[config.mk]
export PLATFORM = sky130hd
export DESIGN_NAME = irq_router
export DESIGN_NICKNAME = d
export VERILOG_FILES = /design/src/rtl/irq_pkg.sv /design/src/rtl/irq_sync.sv /design/src/rtl/irq_pending.sv /design/src/rtl/irq_regs.sv /design/src/rtl/irq_route.sv /design/src/rtl/irq_router.sv
export SDC_FILE = /design/constraint.sdc
export NUM_CORES = 1
export LEC_CHECK = 0
export ABC_CLOCK_PERIOD_IN_PS = 1300
export BUFFER_PORTS_ARGS = -buffer_cell sky130_fd_sc_hd__buf_2
export CAP_MARGIN = 20
export CORE_UTILIZATION = 32
export CTS_BUF_LIST = sky130_fd_sc_hd__clkbuf_4 sky130_fd_sc_hd__clkbuf_8 sky130_fd_sc_hd__clkbuf_16
export DETAILED_ROUTE_END_ITERATION = 7
export PLACE_DENSITY_LB_ADDON = 0.12
export SYNTH_ARGS = -nofsm -noshare
export SYNTH_HDL_FRONTEND = slang
export SYNTH_HIERARCHICAL = 1
export SYNTH_SLANG_ARGS = --single-unit
[constraint.sdc]
create_clock -name clk -period 1.3 [get_ports clk]
set_clock_uncertainty 0.15 [all_clocks]
set_input_delay 0.195 -clock clk [delete_from_list [all_inputs] [get_ports clk]]
set_output_delay 0.195 -clock clk [all_outputs]
set_load 0.02 [all_outputs]
[src/rtl/irq_pkg.sv]
package irq_pkg;
  typedef enum logic [1:0] {
    SEL_STATUS = 2'd0,
    SEL_ROUTE  = 2'd1,
    SEL_MASK   = 2'd2,
    SEL_NONE   = 2'd3
  } reg_sel_e;

  localparam int unsigned CRIT_CNT  = 4;
  localparam int unsigned ST1_POS   = CRIT_CNT;
  localparam int unsigned PROG_BASE = CRIT_CNT + 1;
endpackage

[src/rtl/irq_sync.sv]
module irq_sync #(
  parameter int unsigned W = 13
) (
  input  logic         clk,
  input  logic         rst_n,
  input  logic [W-1:0] din,
  output logic [W-1:0] rise
);
  // three stages per source: two for metastability, one for edge history
  for (genvar i = 0; i < W; i++) begin : g_bit
    logic s1, s2, s3;
    always_ff @(posedge clk or negedge rst_n) begin
      if (!rst_n) begin
        s1 <= 1'b0;
        s2 <= 1'b0;
        s3 <= 1'b0;
      end else begin
        s1 <= din[i];
        s2 <= s1;
        s3 <= s2;
      end
    end
    assign rise[i] = s2 & ~s3;
  end
endmodule

[src/rtl/irq_pending.sv]
module irq_pending #(
  parameter int unsigned W = 13
) (
  input  logic         clk,
  input  logic         rst_n,
  input  logic [W-1:0] rise,
  input  logic [W-1:0] clr,
  output logic [W-1:0] pend
);
  logic [W-1:0] pend_q;

  // a clear and a fresh edge in the same cycle: the edge wins
  always_ff @(posedge clk or negedge rst_n) begin
    if (!rst_n) pend_q <= '0;
    else        pend_q <= (pend_q & ~clr) | rise;
  end
  assign pend = pend_q;

  p_edge_wins_r9: assert property (@(posedge clk) disable iff (!rst_n)
    (rise != '0) |=> ((pend_q & $past(rise)) == $past(rise)));

  p_sticky_r6: assert property (@(posedge clk) disable iff (!rst_n)
    (clr == '0) |=> ((pend_q & $past(pend_q)) == $past(pend_q)));

  p_w1c_r7: assert property (@(posedge clk) disable iff (!rst_n)
    ((clr & ~rise) != '0) |=> ((pend_q & $past(clr & ~rise)) == '0));
endmodule

[src/rtl/irq_regs.sv]
module irq_regs
  import irq_pkg::*;
#(
  parameter int unsigned NUM_PROG = 8,
  parameter int unsigned DATA_W   = 32,
  localparam int unsigned W       = PROG_BASE + NUM_PROG
) (
  input  logic                clk,
  input  logic                rst_n,
  input  logic                wen,
  input  logic [1:0]          addr,
  input  logic [DATA_W-1:0]   wdata,
  input  logic [W-1:0]        pend,
  output logic [NUM_PROG-1:0] route,
  output logic [NUM_PROG-1:0] mask,
  output logic [W-1:0]        clr,
  output logic [DATA_W-1:0]   rdata
);
  reg_sel_e sel;
  assign sel = reg_sel_e'(addr);

  logic unused_hi;
  assign unused_hi = ^wdata[DATA_W-1:W];

  always_ff @(posedge clk or negedge rst_n) begin
    if (!rst_n) begin
      route <= '0;
      mask  <= '0;
    end else if (wen) begin
      if (sel == SEL_ROUTE) route <= wdata[NUM_PROG-1:0];
      if (sel == SEL_MASK)  mask  <= wdata[NUM_PROG-1:0];
    end
  end

  assign clr = (wen && sel == SEL_STATUS) ? wdata[W-1:0] : '0;

  always_comb begin
    rdata = '0;
    case (sel)
      SEL_STATUS: rdata[W-1:0]        = pend;
      SEL_ROUTE:  rdata[NUM_PROG-1:0] = route;
      SEL_MASK:   rdata[NUM_PROG-1:0] = mask;
      default:    rdata               = '0;
    endcase
  end
endmodule

[src/rtl/irq_route.sv]
module irq_route
  import irq_pkg::*;
#(
  parameter int unsigned NUM_PROG = 8,
  localparam int unsigned W       = PROG_BASE + NUM_PROG
) (
  input  logic                clk,
  input  logic                rst_n,
  input  logic [W-1:0]        pend,
  input  logic [NUM_PROG-1:0] route,
  input  logic [NUM_PROG-1:0] mask,
  output logic                irq_crit,
  output logic                irq_smi,
  output logic                irq_std
);
  logic [NUM_PROG-1:0] live, to_smi, to_std;

  for (genvar i = 0; i < NUM_PROG; i++) begin : g_steer
    assign live[i]   = pend[PROG_BASE+i] & ~mask[i];
    assign to_smi[i] = live[i] &  route[i];
    assign to_std[i] = live[i] & ~route[i];
  end

  always_ff @(posedge clk or negedge rst_n) begin
    if (!rst_n) begin
      irq_crit <= 1'b0;
      irq_smi  <= 1'b0;
      irq_std  <= 1'b0;
    end else begin
      irq_crit <= |pend[CRIT_CNT-1:0];
      irq_smi  <= pend[ST1_POS] | (|to_smi);
      irq_std  <= |to_std;
    end
  end

  p_crit_line_r2: assert property (@(posedge clk) disable iff (!rst_n)
    (|pend[CRIT_CNT-1:0]) |=> irq_crit);

  p_st1_fixed_r3: assert property (@(posedge clk) disable iff (!rst_n)
    pend[ST1_POS] |=> irq_smi);

  p_masked_quiet_r4: assert property (@(posedge clk) disable iff (!rst_n)
    (!pend[ST1_POS] && live == '0) |=> (!irq_smi && !irq_std));

  p_all_idle_r6: assert property (@(posedge clk) disable iff (!rst_n)
    (pend == '0) |=> (!irq_crit && !irq_smi && !irq_std));
endmodule

[src/rtl/irq_router.sv]
module irq_router
  import irq_pkg::*;
#(
  parameter int unsigned NUM_PROG = 8,
  parameter int unsigned DATA_W   = 32
) (
  input  logic                clk,
  input  logic                rst_n,
  input  logic [3:0]          crit_src,
  input  logic                st1_src,
  input  logic [NUM_PROG-1:0] prog_src,
  input  logic                reg_wen,
  input  logic [1:0]          reg_addr,
  input  logic [DATA_W-1:0]   reg_wdata,
  output logic [DATA_W-1:0]   reg_rdata,
  output logic                irq_crit,
  output logic                irq_smi,
  output logic                irq_std,
  output logic                irq_mcheck
);
  localparam int unsigned W = PROG_BASE + NUM_PROG;

  logic [W-1:0]        src_all, rise, clr, pend;
  logic [NUM_PROG-1:0] route, mask;

  assign src_all = {prog_src, st1_src, crit_src};

  irq_sync #(.W(W)) u_sync (
    .clk(clk), .rst_n(rst_n), .din(src_all), .rise(rise)
  );

  irq_pending #(.W(W)) u_pend (
    .clk(clk), .rst_n(rst_n), .rise(rise), .clr(clr), .pend(pend)
  );

  irq_regs #(.NUM_PROG(NUM_PROG), .DATA_W(DATA_W)) u_regs (
    .clk(clk), .rst_n(rst_n), .wen(reg_wen), .addr(reg_addr),
    .wdata(reg_wdata), .pend(pend), .route(route), .mask(mask),
    .clr(clr), .rdata(reg_rdata)
  );

  irq_route #(.NUM_PROG(NUM_PROG)) u_route (
    .clk(clk), .rst_n(rst_n), .pend(pend), .route(route), .mask(mask),
    .irq_crit(irq_crit), .irq_smi(irq_smi), .irq_std(irq_std)
  );

  // machine-check line is never driven by any source
  assign irq_mcheck = 1'b0;
endmodule

==> metrics.csv, run 1 <==
stage;metric;value;unit
yosys;share of the synthesized area in the top cell type;0.602;
detailed_routing;wire per inst;13.3;um
detailed_routing;via count;1890;
sta;min cycle time layout;1.59;ns
yosys;Warnings, synthesis;6;
yosys;XOR/XNOR Fraction of Synth Area;0;
clocking;CTS tree;done;
power;Static Leakage;1.96;nW
yosys;most area-consuming cells after synthesis;dfrtp_1 60%, mux2_2 6.1%, nor2b_4 6.1%;
final_layout;fraction of layout cells with a size suffix above 1;0.454;
grt;pin count of the biggest net entering global routing;72;
yosys;post-synthesis mux area share;0.0882;
grt;first-pass GRT wire length;9970;um
floorplan;Die Ht;98.0;um
placed_design;routability cong.;0.731;
yosys;Synth Instances;214;
worst_hold_path;worst hold path depth;4;
clocking;Num Clock Sinks;71;
worst_setup_path;Data arrival, critical path;1.24;ns
power;VDD IR-drop max;0.557;mV
final_layout;total area of sequential cells;1780;sq um
final_layout;Layout Nets;385;
grt;vias in the first global route;2004;
sta;Setup Viol. Count Final;15;
floorplan;die extent in x;98.0;um
yosys;Compound-Gate Fraction of Synth Area;0.0568;
power;Power Dens Cells;1390;nW/um^2
floorplan;I/O pins;86;
yosys;area leader, netlist;dfrtp_1;
clocking;Clock Latency Late Sink;0.34;ns
floorplan;Initial Util;0.335;
grt;global-route usage over all layers;0.138;
power;Clock power frac;0.362;
detailed_routing;starting DRC count in detailed routing;63;
worst_setup_path;CP max FO;2;
worst_setup_path;Worst R2R Path Depth;5;
grt;grt total ovfl;0;
final_layout;final antenna diode count;0;
outcome;status;complete, but fails checks;
detailed_routing;Residual DRC;6;
power;Power Internal;4.42;mW
worst_hold_path;HP Class;in -> reg;
clocking;Max Buffers Root-to-Sink;2;
sta;fin crit share;1.22;
worst_setup_path;crit path launch type;register;
power;Psw;1.44;mW
detailed_routing;DRT antenna net count;0;
detailed_routing;Vias/cell;4.23;
sta;post-route setup slack;-0.288;ns
clocking;Worst-path clk slew;0.07;ns
yosys;Synth Area in Simple Gates;0.173;
yosys;Syn Area/Cell;13.8;sq um
sta;unrepaired setup endpoints after global routing;true;
power;Switching Share;0.245;
final_layout;Syn-to-layout area delta;43.0;%
floorplan;core area;8810;sq um
worst_setup_path;CP required;0.95;ns
grt;initial antenna violation count;0;
floorplan;Core Rows;34;
clocking;total CTS buffers;9;
worst_setup_path;CP Class;reg -> out;
placed_design;count of input and output buffers;46;
yosys;Synth Cell Area;2950;sq um
final_layout;multi-input logic area;1080;sq um
yosys;largest family of logic cells by synthesized area;simple AND/OR/NAND/NOR gates;
worst_hold_path;Hold Crit Start;reg_wdata[8];
clocking;Clk Tree Root Cell;clkbuf_8;
final_layout;Fill cells;814;
power;Pwr Total;5.86;mW
sta;endpoints failing hold;0;
floorplan;Die ar.;9610;sq um
yosys;flop and latch count out of synthesis;71;
yosys;adder-cell area share of the yosys netlist;0;
worst_setup_path;crit path from;u_pend/pend[6]$_DFF_PN0_;
sta;Setup TNS;-3.09;ns
power;Gate power share;0.204;
placed_design;dpl hpwl;3950;um
detailed_routing;Total Wirelength;5930;um
sta;Peak Freq;630;MHz
power;sequential share of power;0.434;
clocking;htree depth;3;
run;MaxCap Viol Count;0;
yosys;library cells used by synthesis;26;
worst_setup_path;Worst Setup End Kind;output port;
outcome;violated checks;DRC, setup timing;
yosys;Seq/Total Area, Yosys;0.602;
detailed_routing;DR pass1 iterations;6;
sta;Slew Viols, Final;0;
worst_setup_path;Reg2Reg Launch Point;u_pend/pend[7]$_DFF_PN0_;
## cells in the mapped netlist
| cell type | count |
|---|---|
| nand3b_4 | 1 |
| buf_4 | 21 |
| dfrtp_1 | 71 |
| clkbuf_2 | 1 |
| conb_1 | 2 |
| nand3b_1 | 7 |
| nor4_1 | 2 |
| and2b_1 | 1 |
| mux2_2 | 16 |
| inv_1 | 13 |
| buf_2 | 1 |
| nand4_1 | 1 |
| nor3b_2 | 1 |
| nand3b_2 | 1 |
| and2_1 | 18 |
| nor3b_1 | 8 |
| buf_6 | 1 |
| and3b_1 | 1 |
| nor2b_4 | 13 |
| o2bb2ai_1 | 8 |
| or4_1 | 2 |
| a21o_1 | 13 |
| nand2_1 | 1 |
| mux2i_1 | 8 |
| nor2_1 | 1 |
| nand3_1 | 1 |
## flip-flops by register name, indices dropped and copies added, names as in the netlist
| register | cells |
|---|---|
| u_pend/pend | 13 |
| u_regs/mask | 8 |
| u_regs/route | 8 |
| u_route/irq_crit | 1 |
| u_route/irq_smi | 1 |
| u_route/irq_std | 1 |
| u_sync/g_bit.s1 | 13 |
| u_sync/g_bit.s2 | 13 |
| u_sync/g_bit.s3 | 13 |
## layout make-up
cell class	instances	area share
flip-flops and latches	71	0.421
multi-input cells	124	0.255
repair buffers	116	0.222
clock buffers	10	0.0326
well taps	108	0.0320
clock inverters	5	0.0252
inverters	13	0.0116
## layer usage
metal | part of all wire | global-route usage | vias to the layer above
li1 | - | - | 918
met1 | 0.47 | 0.175 | 920
met2 | 0.47 | 0.220 | 43
met3 | 0.041 | 0.0444 | 9
met4 | 0.016 | 0.0524 | 0
met5 | 0 | 0 | -
## timing repair
item | 4_1_cts | 5_1_grt
resized for setup | 43 | 7
pin swaps | 10 | 2
hold buffers | 22 | 0
endpoints found under the hold margin | 100 | 0
setup buffers | 14 | 5
setup endpoints to repair | 15 | 15
## stage by stage
| step | hold WS (ns) | instance area [sq um] | cells | utilization | setup slack (ns) |
|---|---|---|---|---|---|
| after floorplan | -0.251 | 3020 | 232 | - | 0.00269 |
| after global placement | 0.110 | 3440 | 392 | 0.391 | -0.129 |
| after detailed placement | 0.108 | 3440 | 392 | 0.391 | -0.130 |
| after CTS | 0.0725 | 4160 | 443 | 0.472 | -0.304 |
| after global routing | 0.0919 | 4220 | 447 | 0.479 | -0.374 |
| final | 0.0914 | 4220 | 447 | 0.479 | -0.288 |
## cells by family (layout without fill, tap and decap cells)
kind of cell / count (synthesis) / after routing
AO/OA/AOI/OAI: 21 / 21
multiplexers: 24 / 24
flip-flops: 71 / 71
AND/OR/NAND/NOR: 59 / 59
buffers and inverters: 37 / 144
other: 2 / 20
## power by group through the flow
stage	clock [mW]	combinational [mW]	sequential [mW]
after floorplan	0	0.510	2.58
after global placement	0	0.894	2.58
after detailed placement	0	0.901	2.59
after CTS	2.21	1.16	2.54
after global routing	2.29	1.29	2.57
final	2.12	1.19	2.54
## layout by cell type (no fill, tap or decap), drive strengths merged
cell	Yosys	final
and2b	1	1
clkbuf	1	10
nor2b	13	13
and3b	1	1
mux2	16	16
bufinv	0	3
o2bb2ai	8	8
dlygate4sd3	0	22
or4	2	2
conb	2	20
a21o	13	13
nand3b	9	9
nor4	2	2
and2	18	18
dfrtp	71	71
clkinv	0	1
nand3	1	1
nor2	1	1
nor3b	9	9
clkinvlp	0	1
mux2i	8	8
nand2	1	1
buf	23	94
inv	13	13
nand4	1	1
## final timing paths
path | end | slack [ns]
setup reg to reg | u_route/irq_smi$_DFF_PN0_ | -0.25
max in group asynchronous | u_sync/g_bit[4].s3$_DFF_PN0_ | 0.44
setup / recovery | reg_rdata[6] | -0.29
hold reg to reg | u_sync/g_bit[10].s2$_DFF_PN0_ | 0.19
hold / removal | u_pend/pend[8]$_DFF_PN0_ | 0.09
min in group asynchronous | u_sync/g_bit[3].s3$_DFF_PN0_ | 0.26
## critical path, cell delays in order (launching register included)
cell,delay (ns)
dfrtp_1,0.40
buf_6,0.12
mux2i_1,0.15
o2bb2ai_2,0.10
buf_6,0.13
Power figures use the tool's default switching activity.
==> run 2: changes to the inputs <==
Settings changed: ABC_CLOCK_PERIOD_IN_PS 1300 to 1610.
Clock period 1.3 ns to 1.61 ns, I/O delays scaled along.
==> run 2 against run 1 <==
Compared with the run above:
- the run ends with DRC left
- die area stayed put
- count of clock-buffer cells in the layout stayed put
- largest power group unchanged
- combinational power is 44% lower
- via count is 7.1% lower
- highest routed layer unchanged
- non-clock buffer count is 35 lower
- cell count is 7.8% lower
- flip-flop and latch count stayed put
- largest cell class unchanged
==> metrics.csv, run 2 (synthesis gave the netlist of run 1 again) <==
stage;metric;value;unit;change
outcome;status;complete, but fails checks;;
outcome;violated checks;DRC;;
grt;vias in the first global route;1815;;-9.4%
sta;fin crit share;0.976;;
final_layout;Syn-to-layout area delta;28.2;%;
floorplan;die extent in x;98.0;um;unchanged
grt;grt total ovfl;0;;unchanged
final_layout;final antenna diode count;0;;unchanged
final_layout;most frequent cells in the layout;71 x dfrtp_1, 40 x buf_2, 21 x buf_4;;
final_layout;commonest non-fill, non-tap cell in the layout;dfrtp_1;;
clocking;CTS tree;done;;
grt;global-route usage over all layers;0.128;;-0.0101
placed_design;routability cong.;0.772;;+5.6%
worst_setup_path;Worst Setup End Kind;output port;;
final_layout;Fill cells;849;;+4.3%
placed_design;placed inst area;3290;sq um;-4.4%
floorplan;Core Rows;34;;unchanged
worst_setup_path;Reg2Reg Launch Point;u_pend/pend[6]$_DFF_PN0_;;
floorplan;Die ar.;9610;sq um;unchanged
final_layout;Util after Layout;0.430;;-0.0496
worst_hold_path;Hold Crit Start;reg_wdata[5];;
final_layout;Layout Nets;350;;-9.1%
detailed_routing;via count;1755;;-7.1%
placed_design;dpl hpwl;3750;um;-5.1%
clocking;htree depth;3;;unchanged
sta;Peak Freq;636;MHz;
power;Pwr Total;4.30;mW;-27%
placed_design;dpl ws;0.0930;ns;+0.223 ns
worst_setup_path;CP required;1.22;ns;+0.27 ns
worst_setup_path;Data arrival, critical path;1.18;ns;-0.06 ns
grt;initial antenna violation count;0;;unchanged
clocking;Clock Latency Late Sink;0.35;ns;about the same
sta;Slew Viols, Final;0;;unchanged
floorplan;core area;8810;sq um;unchanged
detailed_routing;Total Wirelength;5530;um;-6.7%
clocking;Num Clock Sinks;71;;unchanged
detailed_routing;DRT antenna net count;0;;unchanged
power;Static Leakage;1.74;nW;-11%
detailed_routing;wire per inst;13.4;um;+1.2%
sta;Setup Viol. Count Final;0;;-15
worst_hold_path;HP Class;in -> reg;;
grt;pin count of the biggest net entering global routing;72;;unchanged
detailed_routing;DR pass1 iterations;6;;unchanged
worst_setup_path;crit path launch type;register;;
final_layout;multi-input logic area;1030;sq um;-4.1%
clocking;Clk Tree Root Cell;clkbuf_8;;
final_layout;total area of sequential cells;1780;sq um;unchanged
power;Power Dens Cells;1140;nW/um^2;-18%
sta;post-route setup slack;0.0385;ns;+0.326 ns
sta;endpoints failing hold;0;;unchanged
worst_setup_path;crit path from;u_pend/pend[2]$_DFF_PN0_;;
sta;Min Hold Slack;0.0152;ns;-0.0762 ns
worst_setup_path;CP Class;reg -> out;;
detailed_routing;Residual DRC;5;;-1
run;MaxCap Viol Count;0;;unchanged
floorplan;Initial Util;0.335;;unchanged
final_layout;fraction of layout cells with a size suffix above 1;0.372;;-0.0826
detailed_routing;starting DRC count in detailed routing;100;;+59%
detailed_routing;Vias/cell;4.26;;+0.75%
clocking;Worst-path clk slew;0.07;ns;about the same
placed_design;count of input and output buffers;46;;unchanged
clocking;Max Buffers Root-to-Sink;2;;unchanged
floorplan;I/O pins;86;;unchanged
power;VDD IR-drop max;0.452;mV;-19%
final_layout;final instance area;3780;sq um;-10%
sta;unrepaired setup endpoints after global routing;true;;
clocking;total CTS buffers;9;;unchanged
floorplan;Die Ht;98.0;um;unchanged
grt;first-pass GRT wire length;9230;um;-7.4%
worst_setup_path;CP max FO;3;;+1
sta;min cycle time layout;1.57;ns;
-- run 2: metrics by stage --
| step | instances | TNS [ns] |
|---|---|---|
| global placement | 372 | 0 |
| floorplan | 232 | 0 |
| global route | 412 | -0.0176 |
| finish | 412 | 0 |
| CTS | 406 | 0 |
| detailed placement | 372 | 0 |
-- run 2: path summary, 6_finish.rpt --
path                            slack [ns]  cells after the start                            end
worst max-delay path                  0.04                      3                   reg_rdata[2]
worst min-delay path                  0.02                      2    u_regs/route[5]$_DFFE_PN0P_
worst min register to register        0.20                      0  u_sync/g_bit[11].s2$_DFF_PN0_
max in group asynchronous             0.68                      3     u_regs/mask[6]$_DFFE_PN0P_
min in group asynchronous             0.29                      3  u_sync/g_bit[12].s3$_DFF_PN0_
worst max register to register        0.12                      4      u_route/irq_smi$_DFF_PN0_
-- run 2: worst max-delay path, cell delays in order, from the launching register on --
cell and delay (ns):
dfrtp_1 0.40, mux2i_1 0.09, o2bb2ai_1 0.19, buf_4 0.17
-- run 2: layout make-up --
| type | count | area share |
|---|---|---|
| inverter | 13 | 0.0129 |
| multi-input combinational | 124 | 0.273 |
| tap | 108 | 0.0357 |
| clock buffer | 10 | 0.0364 |
| clock inverter | 5 | 0.0218 |
| sequential | 71 | 0.470 |
| timing repair buffer | 81 | 0.151 |
-- run 2: per-layer routing --
| metal | share of wire | vias up | global-route usage |
|---|---|---|---|
| li1 | - | 846 | - |
| met1 | 0.46 | 851 | 0.158 |
| met2 | 0.47 | 47 | 0.204 |
| met3 | 0.048 | 11 | 0.0394 |
| met4 | 0.022 | 0 | 0.0629 |
| met5 | 0 | - | 0 |
-- run 2: repair_timing --
action / CTS / global route
buffers inserted: 1 / 6
pin swaps: 2 / 2
gates resized for setup: 6 / 4
setup endpoints to repair: 4 / 7
hold buffers: 18 / 0
hold endpoints to repair: 92 / 0
-- run 2: report_power, final --
part / switching, mW / leakage, nW / total [mW] / internal [mW]
Clock: 0.648 / 0.101 / 1.55 / 0.905
Sequential: 0.128 / 0.799 / 2.08 / 1.95
Combinational: 0.318 / 0.837 / 0.668 / 0.350
Total: 1.09 / 1.74 / 4.30 / 3.20
